### src/rtl/cbr_refresh_pkg.sv
package cbr_refresh_pkg;
  typedef enum logic [2:0] {
    ST_IDLE,
    ST_CRP,
    ST_CSR,
    ST_RASL,
    ST_PRE,
    ST_DONE
  } seq_state_e;

  typedef struct packed {
    logic ras_n;
    logic cas_n;
    logic we_n;
  } strobes_t;
endpackage

### src/rtl/refi_timer.sv
module refi_timer #(
  parameter int unsigned REFI_CYC = 780
) (
  input  logic clk_i,
  input  logic rst_ni,
  output logic tick_o
);
  localparam int unsigned CW = (REFI_CYC > 2) ? $clog2(REFI_CYC) : 1;
  localparam logic [CW-1:0] LAST = CW'(REFI_CYC - 1);

  logic [CW-1:0] cnt_q;

  assign tick_o = (cnt_q == LAST);

  always_ff @(posedge clk_i or negedge rst_ni) begin
    if (!rst_ni)     cnt_q <= '0;
    else if (tick_o) cnt_q <= '0;
    else             cnt_q <= cnt_q + 1'b1;
  end
endmodule

### src/rtl/pend_ctr.sv
module pend_ctr #(
  parameter int unsigned MAX_PEND = 8
) (
  input  logic clk_i,
  input  logic rst_ni,
  input  logic tick_i,
  input  logic dec_i,
  output logic nonzero_o,
  output logic full_o
);
  localparam int unsigned PW = $clog2(MAX_PEND + 1);

  logic [PW-1:0] cnt_q, cnt_d;
  logic [PW:0]   sum;

  // simultaneous tick and decrement cancel, even at the ceiling
  always_comb begin
    sum = {1'b0, cnt_q} + {{PW{1'b0}}, tick_i} - {{PW{1'b0}}, dec_i};
    if (sum > (PW+1)'(MAX_PEND)) cnt_d = PW'(MAX_PEND);
    else                         cnt_d = sum[PW-1:0];
  end

  always_ff @(posedge clk_i or negedge rst_ni) begin
    if (!rst_ni) cnt_q <= '0;
    else         cnt_q <= cnt_d;
  end

  assign nonzero_o = (cnt_q != '0);
  assign full_o    = (cnt_q == PW'(MAX_PEND));
endmodule

### src/rtl/cbr_seq.sv
module cbr_seq
  import cbr_refresh_pkg::*;
#(
  parameter int unsigned T_CRP = 1,
  parameter int unsigned T_CSR = 1,
  parameter int unsigned T_RAS = 3,
  parameter int unsigned T_RP  = 2
) (
  input  logic     clk_i,
  input  logic     rst_ni,
  input  logic     start_i,
  output strobes_t strb_o,
  output logic     own_o,
  output logic     done_o,
  output logic     idle_o
);
  localparam int unsigned TM1  = (T_CRP > T_CSR) ? T_CRP : T_CSR;
  localparam int unsigned TM2  = (T_RAS > T_RP) ? T_RAS : T_RP;
  localparam int unsigned TMAX = (TM1 > TM2) ? TM1 : TM2;
  localparam int unsigned CW   = $clog2(TMAX + 1);

  seq_state_e    state_q;
  logic [CW-1:0] cnt_q;
  logic          last;

  assign last = (cnt_q == '0);

  always_ff @(posedge clk_i or negedge rst_ni) begin
    if (!rst_ni) begin
      state_q <= ST_IDLE;
      cnt_q   <= '0;
    end else begin
      unique case (state_q)
        ST_IDLE: if (start_i) begin
          state_q <= ST_CRP;
          cnt_q   <= CW'(T_CRP - 1);
        end
        ST_CRP: if (last) begin
          state_q <= ST_CSR;
          cnt_q   <= CW'(T_CSR - 1);
        end else cnt_q <= cnt_q - 1'b1;
        ST_CSR: if (last) begin
          state_q <= ST_RASL;
          cnt_q   <= CW'(T_RAS - 1);
        end else cnt_q <= cnt_q - 1'b1;
        ST_RASL: if (last) begin
          state_q <= ST_PRE;
          cnt_q   <= CW'(T_RP - 1);
        end else cnt_q <= cnt_q - 1'b1;
        ST_PRE: if (last) state_q <= ST_DONE;
        else cnt_q <= cnt_q - 1'b1;
        default: state_q <= ST_IDLE;
      endcase
    end
  end

  // CAS falls one phase ahead of RAS so the part takes its own row address
  always_comb begin
    strb_o.ras_n = (state_q != ST_RASL);
    strb_o.cas_n = !(state_q inside {ST_CSR, ST_RASL});
    strb_o.we_n  = 1'b1;
  end

  assign own_o  = state_q inside {ST_CRP, ST_CSR, ST_RASL, ST_PRE};
  assign done_o = (state_q == ST_DONE);
  assign idle_o = (state_q == ST_IDLE);
endmodule

### src/rtl/cbr_refresh_sched.sv
module cbr_refresh_sched
  import cbr_refresh_pkg::*;
#(
  parameter bit          LOW_POWER    = 1'b0,
  parameter int unsigned REFI_STD_CYC = 780,
  parameter int unsigned REFI_LP_CYC  = 3125,
  parameter int unsigned MAX_PEND     = 8,
  parameter int unsigned T_CRP        = 1,
  parameter int unsigned T_CSR        = 1,
  parameter int unsigned T_RAS        = 3,
  parameter int unsigned T_RP         = 2
) (
  input  logic clk_i,
  input  logic rst_ni,
  input  logic ref_gnt_i,
  output logic ref_req_o,
  output logic ref_urgent_o,
  output logic ref_done_o,
  output logic bus_own_o,
  output logic ras_n_o,
  output logic cas_n_o,
  output logic we_n_o
);
  localparam int unsigned REFI_CYC = LOW_POWER ? REFI_LP_CYC : REFI_STD_CYC;

  logic     tick, owed, idle, accept;
  strobes_t strb;

  refi_timer #(.REFI_CYC(REFI_CYC)) u_timer (
    .clk_i (clk_i),
    .rst_ni(rst_ni),
    .tick_o(tick)
  );

  pend_ctr #(.MAX_PEND(MAX_PEND)) u_pend (
    .clk_i    (clk_i),
    .rst_ni   (rst_ni),
    .tick_i   (tick),
    .dec_i    (accept),
    .nonzero_o(owed),
    .full_o   (ref_urgent_o)
  );

  cbr_seq #(
    .T_CRP(T_CRP), .T_CSR(T_CSR), .T_RAS(T_RAS), .T_RP(T_RP)
  ) u_seq (
    .clk_i  (clk_i),
    .rst_ni (rst_ni),
    .start_i(accept),
    .strb_o (strb),
    .own_o  (bus_own_o),
    .done_o (ref_done_o),
    .idle_o (idle)
  );

  assign ref_req_o = owed && idle;
  assign accept    = ref_req_o && ref_gnt_i;
  assign ras_n_o   = strb.ras_n;
  assign cas_n_o   = strb.cas_n;
  assign we_n_o    = strb.we_n;
endmodule

### config.mk
export PLATFORM = sky130hd
export DESIGN_NAME = cbr_refresh_sched
export DESIGN_NICKNAME = d
export VERILOG_FILES = /design/src/rtl/cbr_refresh_pkg.sv /design/src/rtl/refi_timer.sv /design/src/rtl/pend_ctr.sv /design/src/rtl/cbr_seq.sv /design/src/rtl/cbr_refresh_sched.sv
export SDC_FILE = /design/constraint.sdc
export NUM_CORES = 1
export LEC_CHECK = 0
export ABC_AREA = 1
export BUFFER_PORTS_ARGS = -buffer_cell sky130_fd_sc_hd__buf_2
export CORE_UTILIZATION = 50
export CTS_CLUSTER_DIAMETER = 60
export DETAILED_ROUTE_END_ITERATION = 8
export PLACE_DENSITY = 0.68
export SETUP_SLACK_MARGIN = 0.4
export SLEW_MARGIN = 0
export SYNTH_ARGS = -nofsm -noshare
export SYNTH_HDL_FRONTEND = slang
export SYNTH_SLANG_ARGS = --single-unit
### constraint.sdc
create_clock -name clk_i -period 5.1 [get_ports clk_i]
set_clock_uncertainty 0.2 [all_clocks]
set_input_delay 0.765 -clock clk_i [delete_from_list [all_inputs] [get_ports clk_i]]
set_output_delay 0.765 -clock clk_i [all_outputs]
set_load 0.02 [all_outputs]
Yosys cells after proc, flatten, opt, wreduce, memory -nomap -nowiden
Index checks and enable logic that the tools add are counted.
{"block": "classes", "n_addsub": 4, "shift": 0, "n_bitwise": 0, "n_mux": 14, "n_eq_ne": 14, "reduce_logical": 11, "div": 0, "mul": 0, "magnitude_cmp": 1}
{"operator": "$mux W3", "count": 5}
{"operator": "$pmux W3 S5", "count": 1}
{"operator": "$add A10 B1 Y10 const B", "count": 1}
{"operator": "$eq A10 B10 Y1 const B", "count": 1}
{"operator": "$mux W10", "count": 1}
{"operator": "$mux W2", "count": 5}
{"operator": "$ne A2 B1 Y1 const B", "count": 5}
{"operator": "$pmux W2 S5", "count": 1}
{"operator": "$reduce_bool A4 Y1", "count": 2}
{"operator": "$eq A3 B2 Y1 const B", "count": 2}
{"operator": "$eq A3 B3 Y1 const B", "count": 2}
{"operator": "$add A4 B1 Y5", "count": 1}
{"operator": "$gt A5 B4 Y1 const B", "count": 1}
{"operator": "$reduce_and A5 Y1", "count": 1}
{"operator": "$reduce_bool A5 Y1", "count": 1}
{"operator": "$sub A5 B1 Y5", "count": 1}
{"operator": "$eq A4 B4 Y1 const B", "count": 1}
{"operator": "$mux W4", "count": 1}
{"operator": "$eq A3 B1 Y1 const B", "count": 1}
{"operator": "$logic_not A3 Y1", "count": 1}
{"operator": "$ne A3 B2 Y1 const B", "count": 1}
{"operator": "$reduce_and A3 Y1", "count": 1}
{"operator": "$logic_and A1 B1 Y1", "count": 2}
{"operator": "$logic_not A2 Y1", "count": 1}
{"operator": "other kinds (4)", "count": 4}
{"block": "word_totals", "romBits": 0, "out_inout_bits": 7, "mem_bits_rw": 0, "latch_bits": 0, "mem_count": 0, "inputBits": 3, "elab_cells": 48, "register_bits": 19}

Longest topological paths before layout
{"block": "depth", "depth_word": 6, "depth_mapped": 16, "mapped_depth_nobuf": 16}

By module
A second synthesis with hierarchy kept.
{"block": "unflattened", "cells_unflattened": 177, "area_unflattened_um2": 1316.3}
{"mod": "refi_timer", "area_per_inst_um2": 500.5, "seq_area_each_um2": 250.2, "instances": 1, "cells_per_inst": 63}
{"mod": "cbr_seq", "area_per_inst_um2": 437.9, "seq_area_each_um2": 125.1, "instances": 1, "cells_per_inst": 67}
{"mod": "pend_ctr", "area_per_inst_um2": 360.3, "seq_area_each_um2": 100.1, "instances": 1, "cells_per_inst": 43}
{"mod": "cbr_refresh_sched", "area_per_inst_um2": 17.5, "seq_area_each_um2": 0.0, "instances": 1, "cells_per_inst": 4}

Least setup slack after synthesis
No wires, ideal clock.
{"block": "synth_path", "path_type": "input to register", "start": "in ref_gnt_i", "end": "reg u_pend.cnt_q[0]", "stages": 12, "setup_slack_ps": 2445, "arrival_ps": 2341, "path_buffers": 0, "path_cell_list": "inv_1 nor3_1 ha_1 inv_1 ha_1 inv_1 fa_1 or2_2 nand3_1 nand3_1 nand2_1 nor2_1"}
{"block": "synth_via", "elab_chain_cells": 4}
{"item": "start: declaration", "line": "cbr_refresh_sched.sv:15", "rtl": "input logic ref_gnt_i,"}
{"item": "$logic_and A1 B1 Y1 *", "line": "cbr_refresh_sched.sv:57", "rtl": "assign accept = ref_req_o && ref_gnt_i;"}
{"item": "$sub A5 B1 Y5 *", "line": "pend_ctr.sv:18", "rtl": "sum = {1'b0, cnt_q} + {{PW{1'b0}}, tick_i} - {{PW{1'b0}}, dec_i};"}
{"item": "$gt A5 B4 Y1", "line": "pend_ctr.sv:19", "rtl": "if (sum > (PW+1)'(MAX_PEND)) cnt_d = PW'(MAX_PEND);"}
{"item": "$mux W4 *", "line": "pend_ctr.sv:19"}
{"item": "via u_pend.cnt_d[0]", "line": "pend_ctr.sv:13", "rtl": "logic [PW-1:0] cnt_q, cnt_d;"}
{"item": "end signal: assignment", "line": "pend_ctr.sv:25", "rtl": "else cnt_q <= cnt_d;"}
{"item": "end: declaration", "line": "pend_ctr.sv:13"}
The timed path passes the listed nets; every way through them passes the cells marked *.
A chain may end at the register's enable or synchronous reset.

Worst setup path after layout
{"block": "layout_path", "start": "reg u_timer.cnt_q[0]", "end": "reg u_pend.cnt_q[0]"}
{"block": "layout_via", "elab_chain_cells": 5}
{"item": "start: declaration", "line": "refi_timer.sv:11", "rtl": "logic [CW-1:0] cnt_q;"}
{"item": "start signal: assignment", "line": "refi_timer.sv:18", "rtl": "else cnt_q <= cnt_q + 1'b1;"}
{"item": "$eq A10 B10 Y1 *", "line": "refi_timer.sv:13", "rtl": "assign tick_o = (cnt_q == LAST);"}
{"item": "$add A4 B1 Y5 *", "line": "pend_ctr.sv:18"}
{"item": "$sub A5 B1 Y5 *", "line": "pend_ctr.sv:18"}
{"item": "$gt A5 B4 Y1", "line": "pend_ctr.sv:19"}
{"item": "$mux W4 *", "line": "pend_ctr.sv:19"}
{"item": "via u_pend.cnt_d[0]", "line": "pend_ctr.sv:13"}
Marks and branches as above.

==> metrics.yaml <==
cts:
  cts_tree: "built"
  post_cts_buffers: 0
  path_clk_slew_ns: 0.10
  clock_path_buffers: 2
  cts_made_buffers: 3
  cts_sinks: 19
  cts_hold_buf: 0
  htree_levels: 1
  worstSkewPairLatency_ns: 0.29
  cts-resized-gates: 0
  cts_root_buffer: "clkbuf_4"
setup_path:
  cp.required_ns: 5.10
  end_kind: "flip-flop"
  regToRegSetupSlack_ns: 2.22
  crit_family: "adder cells"
  reg2reg_to: "u_pend.cnt_q[0]"
  crit_chain: "ha_1 > nand3b_1 > nor3_4 > inv_1 > ha_1 > inv_1 > ha_1 > inv_1 > fa_1 > or2_2 > nand3_1 > nand3_1 > nand2_1 > nor2_1"
  crit_type: "reg -> reg"
  worstPathMaxFanout: 6
  critPathLaunchType: "flip-flop"
  reg2reg_from: "u_timer.cnt_q[0]"
  reg2regPathDepth: 14
  cp_slowest_cell: "dfrtp_1"
  crit_arrival_ns: 2.87
  critical_path.max_stage_delay_ns: 0.40
  worst-path-buf-inv: 3
floorplan:
  die-area_mm2: 0.002823
  std_cell_rows: 18
  design.core.area_mm2: 0.002477
  die_h_um: 53.14
  top_level_ports: 10
  start_util: 0.5278
  die-width_um: 53.14
logic_synthesis:
  yosysSeqAreaShare: 0.3636
  synth_cell_types: 24
  synth_edf_count: 0
  syn_area_mm2: 0.001308
  syn_nets: 189
  synth-seq-cells: 19
  syn-mean-instance-area_um2: 7.514
  synth_flop_cell: "dfrtp_1"
  ys_async_sr_fraction: 1.000
  yosysWarningCount: 0
  synth_cells: 174
cells_and_area:
  multi_input_area_um2: 696.9
  final_cell_mix: "42 x nand2_1, 31 x inv_1, 19 x nor2_1, 19 x nand3_1, 19 x dfrtp_1"
  mostFrequentLayoutCell: "nand2_1"
  seqCellArea_um2: 475.5
  final_cell_area_mm2: 0.001404
  drive_gt1_frac: 0.1189
  syn2layout_area_growth_pct: 7.369
  final_nets: 201
  fillers: 250
  diodes: 0
  fin_cells: 215
routing:
  first_pass_iters: 4
  drt_iter0_drc: 16
  via_count: 1049
  wl_per_cell_um: 10.52
  detail-route-antenna-nets: 0
  finalWirelength_um: 2262
  vias_per_cell: 4.879
  drcViolationCount: 0
placed_design:
  gp_congestion: 0.8070
  placed_cells: 211
  port_buffers: 8
  placed_area_mm2: 0.001378
  dpl.hpwl_um: 1828
timing:
  maxSlewViolCount: 0
  hold_viol: 0
  fmax_ghz: 0.3477
  period_share: 0.5639
  min_period_ns: 2.876
  finalSetupTns_ns: 0
  rsz0062_at_grt: "false"
  setup_viol_count_final: 0
global_routing:
  grt.overflow.total: 0
  grt_pass1_wl_um: 3960
  grt_pass1_vias: 1016
  grt_max_degree: 20
  grt.total_usage: 0.1971
  antenna_found_initial: 0
worst_hold_path:
  hold_path.class: "in -> async"
job:
  maxCapViolCount: 0
status:
  status: "complete, no violations"
power_and_ir_drop:
  leakagePower_uw: 0.0008086
  irDropWorstVdd_mv: 0.2928
  finalPower_uw: 685.3
  pwr_density_cell_mw_per_mm2: 488.1
-- final cells by class --
cell class / count / area share
Sequential cell: 19 / 0.3387
Multi-Input combinational cell: 120 / 0.4964
Tap cell: 30 / 0.02674
Inverter: 34 / 0.09091
Clock buffer: 4 / 0.01872
Timing Repair Buffer: 8 / 0.02852
-- sequential cells by signal (all words and copies together), names as in the netlist --
signal,cells
u_timer.cnt_q,10
u_pend.cnt_q,4
u_seq.state_q,3
u_seq.cnt_q,2
-- per-layer routing --
layer | up-vias | part of all wire | wire [um] | global-route usage
met1 | 475 | 0.49 | 1106 | 0.2334
met2 | 13 | 0.46 | 1045 | 0.3418
met4 | 0 | 0.028 | 64 | 0.1184
li1 | 555 | - | - | -
met3 | 6 | 0.019 | 44 | 0.01724
met5 | - | 0 | 0 | 0
-- worst max-delay path by stage --
| stage | startpoint | endpoint | cells after the start | slack, ns |
|---|---|---|---|---|
| final | u_timer.cnt_q[0] | u_pend.cnt_q[0] | 14 | 2.22 |
| after global placement | ref_gnt_i | u_pend.cnt_q[0] | 13 | 2.26 |
| after global routing | u_timer.cnt_q[0] | u_pend.cnt_q[1] | 15 | 1.97 |
| after CTS | u_timer.cnt_q[0] | u_pend.cnt_q[1] | 15 | 2.21 |
| after detailed placement | ref_gnt_i | u_pend.cnt_q[0] | 13 | 2.20 |
| after floorplan | ref_gnt_i | u_pend.cnt_q[0] | 12 | 2.45 |
-- report_power, final --
part	internal, uW	switching [uW]	leakage, uW
combinational	151	252	0.000553
clock	30.4	43.4	0.0000150
sequential	176	32.5	0.000241
total	357	328	0.000809
-- metrics by stage --
stage | hold slack [ns] | utilization | worst slack, ns
floorplan | 0.2552 | - | 2.445
global placement | 0.2727 | 0.5561 | 2.261
detailed placement | 0.2943 | 0.5561 | 2.198
CTS | 0.2024 | 0.5667 | 2.213
global route | 0.2221 | 0.5667 | 1.969
finish | 0.1975 | 0.5667 | 2.224
-- synthesized netlist by cell type (all sizes together), types with 2 or more instances --
cell type,count,area share
nand2,44,0.13
nor3,4,0.024
xor2,6,0.040
o21ai,3,0.011
nand3,19,0.073
a21oi,4,0.024
ha,11,0.11
dfrtp,19,0.36
inv,34,0.098
nor2,22,0.077
nand3b,2,0.011
-- cells by family (layout without fill, tap and decap cells) --
group / after synthesis / count (layout) / share of synthesized area
AOI/OAI and AO/OA: 7 / 7 / 0.03540
xor gates and xnor gates: 6 / 6 / 0.04019
adders and majority gates: 12 / 12 / 0.1206
buffers and inverters: 35 / 46 / 0.1033
DFF: 19 / 19 / 0.3636
other: 1 / 1 / 0.002868
and+or+nand+nor: 94 / 94 / 0.3340
Note: power is estimated with default switching activity, not from simulation.
